### config.mk
export PLATFORM = sky130hd
export DESIGN_NAME = dual_mask_irq_agg
export DESIGN_NICKNAME = d
export VERILOG_FILES = /design/src/rtl/irq_agg_pkg.sv /design/src/rtl/irq_edge_capture.sv /design/src/rtl/irq_agg_bank.sv /design/src/rtl/irq_host_port.sv /design/src/rtl/dual_mask_irq_agg.sv
export SDC_FILE = /design/constraint.sdc
export NUM_CORES = 1
export LEC_CHECK = 0
export BUFFER_PORTS_ARGS = -buffer_cell sky130_fd_sc_hd__clkbuf_2
export CORE_AREA = 2 2 99 101
export CTS_BUF_LIST = sky130_fd_sc_hd__clkbuf_8
export DETAILED_ROUTE_END_ITERATION = 10
export DIE_AREA = 0 0 101 103
export PLACE_DENSITY = 0.88
export RECOVER_POWER = 50
export SETUP_SLACK_MARGIN = 0.5
export SLEW_MARGIN = 0
export SYNTH_ARGS = -nofsm -noshare
export SYNTH_HDL_FRONTEND = slang
export SYNTH_SLANG_ARGS = --single-unit
### constraint.sdc
create_clock -name clk_i -period 1.3 [get_ports clk_i]
set_input_delay 0.195 -clock clk_i [delete_from_list [all_inputs] [get_ports clk_i]]
set_output_delay 0.195 -clock clk_i [all_outputs]
set_load 0.1 [all_outputs]
### src/rtl/irq_agg_pkg.sv
package irq_agg_pkg;

   typedef enum logic [1:0] {
      RGN_NONE = 2'd0,
      RGN_STS  = 2'd1,
      RGN_LMSK = 2'd2,
      RGN_SMSK = 2'd3
   } region_e;

   typedef struct packed {
      region_e    rgn;
      logic [7:0] idx;
   } decode_t;

   function automatic decode_t decode_region(input int unsigned addr,
                                             input int unsigned sts_base,
                                             input int unsigned lmsk_base,
                                             input int unsigned smsk_base,
                                             input int unsigned nbanks);
      decode_t d;
      d.rgn = RGN_NONE;
      d.idx = '0;
      if (addr >= sts_base && addr < sts_base + nbanks) begin
         d.rgn = RGN_STS;
         d.idx = 8'(addr - sts_base);
      end else if (addr >= lmsk_base && addr < lmsk_base + nbanks) begin
         d.rgn = RGN_LMSK;
         d.idx = 8'(addr - lmsk_base);
      end else if (addr >= smsk_base && addr < smsk_base + nbanks) begin
         d.rgn = RGN_SMSK;
         d.idx = 8'(addr - smsk_base);
      end
      return d;
   endfunction

endpackage

### src/rtl/irq_edge_capture.sv
module irq_edge_capture #(
   parameter int unsigned WIDTH = 8
) (
   input  logic             clk_i,
   input  logic             rst_ni,
   input  logic [WIDTH-1:0] ev_i,
   output logic [WIDTH-1:0] rise_o
);
   logic [WIDTH-1:0] prev_q;

   always_ff @(posedge clk_i or negedge rst_ni) begin
      if (!rst_ni) prev_q <= '0;
      else         prev_q <= ev_i;
   end

   assign rise_o = ev_i & ~prev_q;
endmodule

### src/rtl/irq_agg_bank.sv
module irq_agg_bank #(
   parameter int unsigned WIDTH = 8
) (
   input  logic             clk_i,
   input  logic             rst_ni,
   input  logic [WIDTH-1:0] rise_i,
   input  logic [WIDTH-1:0] clr_i,
   input  logic             lmsk_we_i,
   input  logic             smsk_we_i,
   input  logic [WIDTH-1:0] wdata_i,
   output logic [WIDTH-1:0] sts_o,
   output logic [WIDTH-1:0] lmsk_o,
   output logic [WIDTH-1:0] smsk_o,
   output logic             line_o
);
   logic [WIDTH-1:0] sts_q, lmsk_q, smsk_q, sts_d;

   // set wins over clear in the same cycle
   assign sts_d = (sts_q & ~clr_i) | (rise_i & ~smsk_q);

   always_ff @(posedge clk_i or negedge rst_ni) begin
      if (!rst_ni) begin
         sts_q  <= '0;
         lmsk_q <= '1;
         smsk_q <= '0;
      end else begin
         sts_q <= sts_d;
         if (lmsk_we_i) lmsk_q <= wdata_i;
         if (smsk_we_i) smsk_q <= wdata_i;
      end
   end

   assign line_o = |(sts_q & ~lmsk_q & ~smsk_q);
   assign sts_o  = sts_q;
   assign lmsk_o = lmsk_q;
   assign smsk_o = smsk_q;
endmodule

### src/rtl/irq_host_port.sv
module irq_host_port
   import irq_agg_pkg::*;
#(
   parameter int unsigned ADDR_W    = 8,
   parameter int unsigned DATA_W    = 8,
   parameter int unsigned NUM_BANKS = 3,
   parameter int unsigned STS_BASE  = 'h00,
   parameter int unsigned LMSK_BASE = 'h10,
   parameter int unsigned SMSK_BASE = 'h20
) (
   input  logic                          clk_i,
   input  logic                          rst_ni,
   input  logic                          wr_en_i,
   input  logic                          rd_en_i,
   input  logic [ADDR_W-1:0]             addr_i,
   input  logic [DATA_W-1:0]             wdata_i,
   input  logic [NUM_BANKS*DATA_W-1:0]   sts_i,
   input  logic [NUM_BANKS*DATA_W-1:0]   lmsk_i,
   input  logic [NUM_BANKS*DATA_W-1:0]   smsk_i,
   output logic [NUM_BANKS*DATA_W-1:0]   sts_clr_o,
   output logic [NUM_BANKS-1:0]          lmsk_we_o,
   output logic [NUM_BANKS-1:0]          smsk_we_o,
   output logic [DATA_W-1:0]             rdata_o
);
   decode_t          dec;
   logic [DATA_W-1:0] rd_val;
   logic [DATA_W-1:0] rdata_q;

   assign dec = decode_region(int'(addr_i), STS_BASE, LMSK_BASE, SMSK_BASE, NUM_BANKS);

   for (genvar b = 0; b < NUM_BANKS; b++) begin : g_wr
      logic sel;
      assign sel = wr_en_i && (dec.idx == 8'(b));
      assign sts_clr_o[b*DATA_W +: DATA_W] = (sel && dec.rgn == RGN_STS) ? wdata_i : '0;
      assign lmsk_we_o[b] = sel && (dec.rgn == RGN_LMSK);
      assign smsk_we_o[b] = sel && (dec.rgn == RGN_SMSK);
   end

   always_comb begin
      rd_val = '0;
      for (int b = 0; b < NUM_BANKS; b++) begin
         if (dec.idx == 8'(b)) begin
            unique case (dec.rgn)
               RGN_STS:  rd_val = sts_i [b*DATA_W +: DATA_W];
               RGN_LMSK: rd_val = lmsk_i[b*DATA_W +: DATA_W];
               RGN_SMSK: rd_val = smsk_i[b*DATA_W +: DATA_W];
               default:  rd_val = '0;
            endcase
         end
      end
   end

   always_ff @(posedge clk_i or negedge rst_ni) begin
      if (!rst_ni)      rdata_q <= '0;
      else if (rd_en_i) rdata_q <= rd_val;
   end

   assign rdata_o = rdata_q;
endmodule

### src/rtl/dual_mask_irq_agg.sv
module dual_mask_irq_agg #(
   parameter int unsigned NUM_BANKS = 3,
   parameter int unsigned BANK_W    = 8,
   parameter int unsigned ADDR_W    = 8,
   parameter int unsigned STS_BASE  = 'h00,
   parameter int unsigned LMSK_BASE = 'h10,
   parameter int unsigned SMSK_BASE = 'h20,
   localparam int unsigned NUM_SRC  = NUM_BANKS * BANK_W
) (
   input  logic               clk_i,
   input  logic               rst_ni,
   input  logic [NUM_SRC-1:0] ev_i,
   input  logic               wr_en_i,
   input  logic               rd_en_i,
   input  logic [ADDR_W-1:0]  addr_i,
   input  logic [BANK_W-1:0]  wdata_i,
   output logic [BANK_W-1:0]  rdata_o,
   output logic               irq_o
);
   initial begin
      assert (NUM_BANKS > 0 && BANK_W > 0)
         else $error("bank count and width must be non-zero");
      assert (STS_BASE + NUM_BANKS <= LMSK_BASE && LMSK_BASE + NUM_BANKS <= SMSK_BASE)
         else $error("register regions overlap or are out of order");
      assert (SMSK_BASE + NUM_BANKS <= (1 << ADDR_W))
         else $error("register map exceeds address space");
   end

   logic [NUM_SRC-1:0]   rise, sts_clr, sts_q, lmsk_q, smsk_q;
   logic [NUM_BANKS-1:0] lmsk_we, smsk_we, line;
   logic                 irq_q;

   for (genvar b = 0; b < NUM_BANKS; b++) begin : g_bank
      irq_edge_capture #(.WIDTH(BANK_W)) i_edge (
         .clk_i  (clk_i),
         .rst_ni (rst_ni),
         .ev_i   (ev_i[b*BANK_W +: BANK_W]),
         .rise_o (rise[b*BANK_W +: BANK_W])
      );

      irq_agg_bank #(.WIDTH(BANK_W)) i_bank (
         .clk_i     (clk_i),
         .rst_ni    (rst_ni),
         .rise_i    (rise[b*BANK_W +: BANK_W]),
         .clr_i     (sts_clr[b*BANK_W +: BANK_W]),
         .lmsk_we_i (lmsk_we[b]),
         .smsk_we_i (smsk_we[b]),
         .wdata_i   (wdata_i),
         .sts_o     (sts_q[b*BANK_W +: BANK_W]),
         .lmsk_o    (lmsk_q[b*BANK_W +: BANK_W]),
         .smsk_o    (smsk_q[b*BANK_W +: BANK_W]),
         .line_o    (line[b])
      );
   end

   irq_host_port #(
      .ADDR_W    (ADDR_W),
      .DATA_W    (BANK_W),
      .NUM_BANKS (NUM_BANKS),
      .STS_BASE  (STS_BASE),
      .LMSK_BASE (LMSK_BASE),
      .SMSK_BASE (SMSK_BASE)
   ) i_port (
      .clk_i     (clk_i),
      .rst_ni    (rst_ni),
      .wr_en_i   (wr_en_i),
      .rd_en_i   (rd_en_i),
      .addr_i    (addr_i),
      .wdata_i   (wdata_i),
      .sts_i     (sts_q),
      .lmsk_i    (lmsk_q),
      .smsk_i    (smsk_q),
      .sts_clr_o (sts_clr),
      .lmsk_we_o (lmsk_we),
      .smsk_we_o (smsk_we),
      .rdata_o   (rdata_o)
   );

   always_ff @(posedge clk_i or negedge rst_ni) begin
      if (!rst_ni) irq_q <= 1'b0;
      else         irq_q <= |line;
   end

   assign irq_o = irq_q;
endmodule

==> results.yml, run 1 <==
route:
  drt-initial-drc-count: 630
  ant_nets: 0
  drc: 0
  routed_wirelength_um: 18600
  via_per_inst: 6.73
  dr.pass1.iters: 6
  avgRoutedWirePerCell_um: 24.4
  num_vias: 5143
setup_path:
  required_ns: 1.60
  cp.arrival_ns: 2.36
  slowest_delay_ns: 0.35
  crit_type: "in -> reg"
  r2r_slack_ns: -0.37
  path_cells: "buf_8 > clkinvlp_4 > buf_12 > ha_4 > nand2_2 > nor3_2 > buf_4 > nand3_4 > a221oi_4 > buf_4 > nand3_4 > mux2_4"
  crit_path_start_kind: "primary input"
  cp_slowest_cell: "mux2_4"
  endpoint_kind: "register"
  critPathMaxFanout: 8
final_layout:
  stdcell_count: 764
  antenna_cells: 0
  area_growth_pct: 49.2
  drive_gt1_frac: 0.518
  nets: 696
  register_area_sq_um: 2690
  multiInputGateArea_sq_um: 2620
  n_fill_cell: 467
grt:
  grt_use_total: 0.354
  gr-total-overflow: 0
  antenna_found_initial: 0
  grt_pass1_vias: 5328
  grt_first_pass_wirelength_um: 27600
  grt_max_degree: 33
timing:
  whs_ns: 0.111
  finalSetupViolations: 88
  setup_tns_ns: -54.70
  worst_clock_skew_ns: 0.0180
  tightestPinTransition_ns: 1.48
  slew-limit-headroom: 0.0139
  timing.final.crit_share: 1.59
  hold_viol: 0
  final_max_slew_viol_count: 0
  rsz0062_at_grt: "true"
  max_freq_ghz: 0.485
  setup_slack_ns: -0.761
  layout_min_cycle_time_ns: 2.06
clock_tree:
  root_buffer: "clkbuf_8"
  cts_tree: "done"
  clock_latency_ns: 0.41
  cts_hold_buf: 24
  clock-sinks: 105
  clk_pin_slew_ns: 0.12
  cts_made_buffers: 9
  h-tree-depth: 3
  clk_path_buf_depth: 2
synthesis:
  yosysWarningCount: 0
  yosys.area.top_type: "dfrtp_1"
  syn_nets: 505
  synthCells: 454
  synth_top_cell_area_share: 0.403
  seq_area_frac_synth: 0.528
  synthesis.area_sq_um: 5030
  avgSynthCellArea_sq_um: 11.1
  ys_types: 42
  synth_area_leaders: "dfrtp_1 (40%), dfstp_2 (13%), mux2_2 (11%)"
  ys_ff_latch: 105
min_path:
  hold_class: "in -> async"
floorplan:
  fp-row-count: 36
  ios: 53
  die_h_um: 103
  fp.dieW_um: 101
  floorplan.initialDensity: 0.532
  die-area_sq_um: 10400
  core-area_sq_um: 9460
power:
  combinationalPowerShare: 0.203
  powerDensity_nw_per_um2: 965
  ir_drop_mv: 0.824
  p_leak_uw: 0.00314
  p_switching_uw: 2260
  internal_power_uw: 4990
  clock_power_share: 0.294
  power.share.switching: 0.311
  share_seq_of_total_power: 0.503
placed_design:
  io_buffers: 52
  place_hpwl_um: 10600
  dp_cells: 704
  gp_congestion: 0.934
run_status:
  failed_checks: "setup timing"
  status: "finished with violations"
flow_run:
  max-cap-violations: 0
critical path: cells and delay by family:
kind	cells	cell delay (ns)
mux	1	0.35
simple gates	4	0.47
buf+inv	5	0.74
compound gates	1	0.33
fa+ha+maj	1	0.26
sequential cells by signal, summed over array words and instances, names as in the netlist:
| signal | flops |
|---|---|
| g_bank.i_bank.sts_o | 24 |
| g_bank.i_edge.prev_q | 24 |
| g_bank.i_bank.smsk_o | 24 |
| g_bank.i_bank.lmsk_o | 24 |
| i_port.rdata_o | 8 |
| irq_o | 1 |
cells in the final DEF, fill, tap and decap left out, drive strengths merged, types with 3 or more instances in the layout:
| cell type | netlist | final |
|---|---|---|
| o221ai | 8 | 8 |
| clkbuf | 10 | 50 |
| nand3 | 37 | 37 |
| nand2 | 21 | 21 |
| a22o | 24 | 24 |
| ha | 7 | 7 |
| buf | 18 | 143 |
| clkinv | 0 | 3 |
| dfrtp | 81 | 81 |
| nor2 | 53 | 53 |
| mux2 | 48 | 48 |
| o21ai | 17 | 17 |
| nand3b | 3 | 3 |
| nand4 | 19 | 19 |
| dfstp | 24 | 24 |
| inv | 13 | 15 |
| a22oi | 44 | 44 |
| dlygate4sd3 | 0 | 24 |
area by class of cell:
cell class                 count  area share
clock inverter                 7      0.0113
clock buffer                   9      0.0165
inverter                      13     0.00700
multi-input combinational    308       0.350
timing repair buffer         208       0.238
tap                          114      0.0190
sequential                   105       0.359
cells by family after synthesis:
kind of cell    synth area share
mux                        0.107
compound gates             0.170
fa+ha+maj                 0.0174
xor+xnor                 0.00522
simple gates               0.139
buf+inv                   0.0321
flops                      0.528
per-layer routing:
layer,track usage,vias up,wire length [um],part of all wire
li1,-,2085,-,-
met1,0.416,2469,6410,0.34
met2,0.568,423,8810,0.47
met3,0.0990,166,1850,0.099
met4,0.241,0,1550,0.083
met5,0,-,0,0
per-stage QoR:
step	setup WS (ns)	power [uW]	util	instance area, sq um
finish	-0.761	7250	0.794	7510
global route	-0.826	7460	0.794	7510
CTS	-0.665	7090	0.785	7430
detailed placement	-1.23	4870	0.690	6530
global placement	-1.10	4790	0.690	6530
floorplan	-0.952	4210	-	5180
cells in the mapped netlist (all sizes together):
master   count
a2111o       1
a2111oi      2
a211o        2
a211oi       1
a21boi       1
a21oi        1
a221oi       1
a22o        24
a22oi       44
a31oi        1
and3         2
buf         18
clkbuf      10
dfrtp       81
dfstp       24
ha           7
inv         13
mux2        48
nand2       21
nand3       37
nand3b       3
nand4       19
nor2        53
nor2b        1
nor3         2
nor3b        1
nor4         1
o21a         2
o21ai       17
o221ai       8
o22ai        1
o41a         1
or3          1
or4          2
xnor2        2
xor2         1
power groups by stage:
stage / Combinational [uW] / Sequential, uW / Clock, uW
6_report: 1470 / 3640 / 2130
5_1_grt: 1550 / 3660 / 2250
4_1_cts: 1360 / 3620 / 2110
3_5_place_dp: 1180 / 3680 / 0
3_3_place_gp: 1130 / 3670 / 0
2_1_floorplan: 489 / 3730 / 0
repair_timing:
action	in CTS	in global routing
setup endpoints to repair	90	90
endpoints found under the hold margin	43	18
pin swaps	47	12
resized for setup	56	27
buffers inserted	18	2
worst paths after layout:
path / start / to / depth (start not counted)
max: addr_i[5] / g_bank[1].i_bank.smsk_o[7] / 12
min: rst_ni / g_bank[1].i_bank.smsk_o[6] / 1
max reg2reg: g_bank[0].i_bank.lmsk_o[7] / irq_o / 4
min reg2reg: g_bank[0].i_edge.prev_q[5] / g_bank[0].i_bank.sts_o[5] / 2
max in group asynchronous: rst_ni / g_bank[0].i_bank.lmsk_o[7] / 2
min in group clk_i: wdata_i[3] / g_bank[0].i_bank.lmsk_o[3] / 2
Power figures use the tool's default switching activity.
==> inputs of run 2 (changes only) <==
--- a/config.mk
+++ b/config.mk
@@ -5,12 +5,13 @@
 export SDC_FILE = /design/constraint.sdc
 export NUM_CORES = 1
 export LEC_CHECK = 0
+export ABC_AREA = 1
 export BUFFER_PORTS_ARGS = -buffer_cell sky130_fd_sc_hd__clkbuf_2
-export CORE_AREA = 2 2 99 101
+export CORE_AREA = 2 2 102 104
 export CTS_BUF_LIST = sky130_fd_sc_hd__clkbuf_8
 export DETAILED_ROUTE_END_ITERATION = 10
-export DIE_AREA = 0 0 101 103
-export PLACE_DENSITY = 0.88
+export DIE_AREA = 0 0 104 106
+export PLACE_DENSITY = 0.89
 export RECOVER_POWER = 50
 export SETUP_SLACK_MARGIN = 0.5
 export SLEW_MARGIN = 0
==> results.yml, run 2 <==
setup_path:
  r2r_slack_ns: -0.29
  r2r_start: "g_bank[2].i_bank.lmsk_o[6]"
  cp_slowest_cell: "ha_4"
  cp.arrival_ns: 2.22
  critPathMaxFanout: 8
  crit_type: "in -> reg"
  slowest_delay_ns: 0.25
  required_ns: 1.57
  worstRegToRegCells: 9
  crit_path_start_kind: "primary input"
  endpoint_kind: "register"
  path_cells: "buf_8 > clkinvlp_4 > buf_12 > ha_4 > o21ai_1 > nor2_1 > nand4_2 > nand2_4 > nor2_8 > buf_12 > nor2_8 > buf_4 > buf_6 > nand4_1 > nand2_1 > nand2_1"
  reg2reg_to: "i_port.rdata_o[6]"
  path_delay_family: "simple AND/OR/NAND/NOR gates"
  worst-path-buf-inv: 6
final_layout:
  n_fill_cell: 558
  mostFrequentLayoutCell: "nand2_1"
  drive_gt1_frac: 0.355
  final_area_sq_um: 7830
  final_util: 0.783
  antenna_cells: 0
  area_growth_pct: 43.2
  register_area_sq_um: 2690
  stdcell_count: 1041
  multiInputGateArea_sq_um: 2860
  most-common-layout-cells: "nand2_1 (312), buf_4 (112), dfrtp_1 (72)"
  nets: 951
timing:
  finalSetupViolations: 82
  rsz0062_at_grt: "true"
  setup_tns_ns: -36.51
  timing.final.crit_share: 1.50
  final_max_slew_viol_count: 0
  setup_slack_ns: -0.649
  tightestPinTransition_ns: 0.460
  slew-limit-headroom: 0.694
  layout_min_cycle_time_ns: 1.95
  worst_clock_skew_ns: 0.0254
  hold_viol: 0
  max_freq_ghz: 0.513
  whs_ns: 0.179
floorplan:
  ios: 53
  fp-row-count: 37
  die-area_sq_um: 11000
  fp.dieW_um: 104
  die_h_um: 106
  floorplan.initialDensity: 0.546
  core-area_sq_um: 10000
run_status:
  status: "finished with violations"
  failed_checks: "DRC, setup timing"
synthesis:
  avgSynthCellArea_sq_um: 7.75
  yosysMostFrequentCell: "nand2_1"
  synth_area_leaders: "dfrtp_1 (37%), nand2_1 (24%), dfstp_2 (12%)"
  seq_area_frac_synth: 0.486
  syn_nets: 756
  ys_types: 33
  synthesis.area_sq_um: 5460
  ys_async_sr_fraction: 1.00
  synth_edf_count: 0
  synthCells: 705
  synth_flop_cell: "dfrtp_1"
  synth_top_cell_area_share: 0.371
  yosysWarningCount: 0
  synth_common_cells: "nand2_1 (350), dfrtp_1 (81), nor2_1 (68), nand4_1 (36), nand3_1 (33)"
  yosys.area.top_type: "dfrtp_1"
  ys_ff_latch: 105
route:
  ant_nets: 0
  routed_wirelength_um: 21200
  drt-initial-drc-count: 1015
  via_per_inst: 6.08
  drc: 1
  num_vias: 6325
  avgRoutedWirePerCell_um: 20.3
  dr.pass1.iters: 11
power:
  power.share.switching: 0.326
  clock_power_share: 0.256
  p_leak_uw: 0.00392
  p_switching_uw: 2520
  internal_power_uw: 5220
  ir_drop_mv: 0.703
  share_seq_of_total_power: 0.486
  combinationalPowerShare: 0.258
  powerDensity_nw_per_um2: 988
placed_design:
  gp_congestion: 0.937
  place_hpwl_um: 11500
  io_buffers: 52
  dp_cells: 982
  place_area_sq_um: 6930
min_path:
  hold-path-endpoint: "g_bank[1].i_bank.lmsk_o[3]"
  hold_class: "in -> reg"
  holdPathStages: 3
  min_from: "wdata_i[3]"
clock_tree:
  root_buffer: "clkbuf_8"
  clk_pin_slew_ns: 0.11
  h-tree-depth: 3
  clock-sinks: 105
  cts_tree: "done"
  cts_made_buffers: 9
  clock_latency_ns: 0.40
  clk_path_buf_depth: 2
grt:
  grt_first_pass_wirelength_um: 29300
  grt_max_degree: 47
  gr-total-overflow: 0
  grt_pass1_vias: 5972
  antenna_found_initial: 0
  grt_use_total: 0.338
flow_run:
  max-cap-violations: 0
==> run 2: logic make-up (layout without fill, tap and decap cells) <==
group,count (synthesis),after routing,share of synthesized area
flops,105,105,0.486
xor+xnor,1,1,0.00160
compound gates,9,9,0.0144
buf+inv,54,254,0.0451
simple gates,529,529,0.436
fa+ha+maj,7,7,0.0160
==> run 2: how the worst max path moves through the flow <==
stage	cells after the start	slack (ns)	end	startpoint
after CTS	18	-0.39	i_port.rdata_o[0]	addr_i[5]
final	16	-0.65	g_bank[2].i_bank.sts_o[5]	addr_i[5]
after floorplan	12	-0.45	g_bank[0].i_bank.smsk_o[0]	addr_i[5]
after global routing	15	-0.67	g_bank[2].i_bank.smsk_o[3]	addr_i[5]
after detailed placement	14	-0.93	g_bank[0].i_bank.smsk_o[6]	addr_i[5]
after global placement	14	-0.84	g_bank[0].i_bank.smsk_o[5]	addr_i[5]
==> run 2: cell type report <==
class                           count  share of cell area
Multi-Input combinational cell    546               0.366
Sequential cell                   105               0.344
Timing Repair Buffer              210               0.229
Tap cell                          136              0.0217
Clock buffer                       11              0.0193
Inverter                           28              0.0158
Clock inverter                      5             0.00400
==> run 2: routing by layer <==
metal / wire length [um] / global-route usage / vias to the layer above / share of wire
met1: 7170 / 0.413 / 2866 / 0.34
met3: 2830 / 0.0742 / 210 / 0.13
met2: 9390 / 0.544 / 630 / 0.44
met5: 0 / 0 / - / 0
met4: 1790 / 0.222 / 0 / 0.085
li1: - / - / 2619 / -
==> run 2: stage by stage <==
stage	setup slack [ns]	total power, uW
global route	-0.665	8000
CTS	-0.388	7460
global placement	-0.838	5370
floorplan	-0.446	4590
finish	-0.649	7730
detailed placement	-0.935	5430
==> run 2: worst min-delay path: cells and delay by family <==
family / cells / cell delay, ns
and+or+nand+nor: 2 / 0.17
buffers and inverters: 1 / 0.21
==> run 2: what timing repair did <==
| action | 4_1_cts | 5_1_grt |
|---|---|---|
| endpoints found under the setup margin | 90 | 107 |
| hold buffers | 25 | 0 |
| resized for setup | 40 | 51 |
| endpoints found under the hold margin | 108 | 0 |
| pin swaps | 42 | 47 |
| setup buffers | 8 | 8 |
| cloned | 0 | 2 |
==> run 2: power by group through the flow <==
stage | combinational (uW) | clock [uW] | sequential [uW]
CTS | 1800 | 1920 | 3740
finish | 1990 | 1980 | 3760
detailed placement | 1630 | 0 | 3800
floorplan | 646 | 0 | 3950
global route | 2110 | 2110 | 3780
global placement | 1590 | 0 | 3780
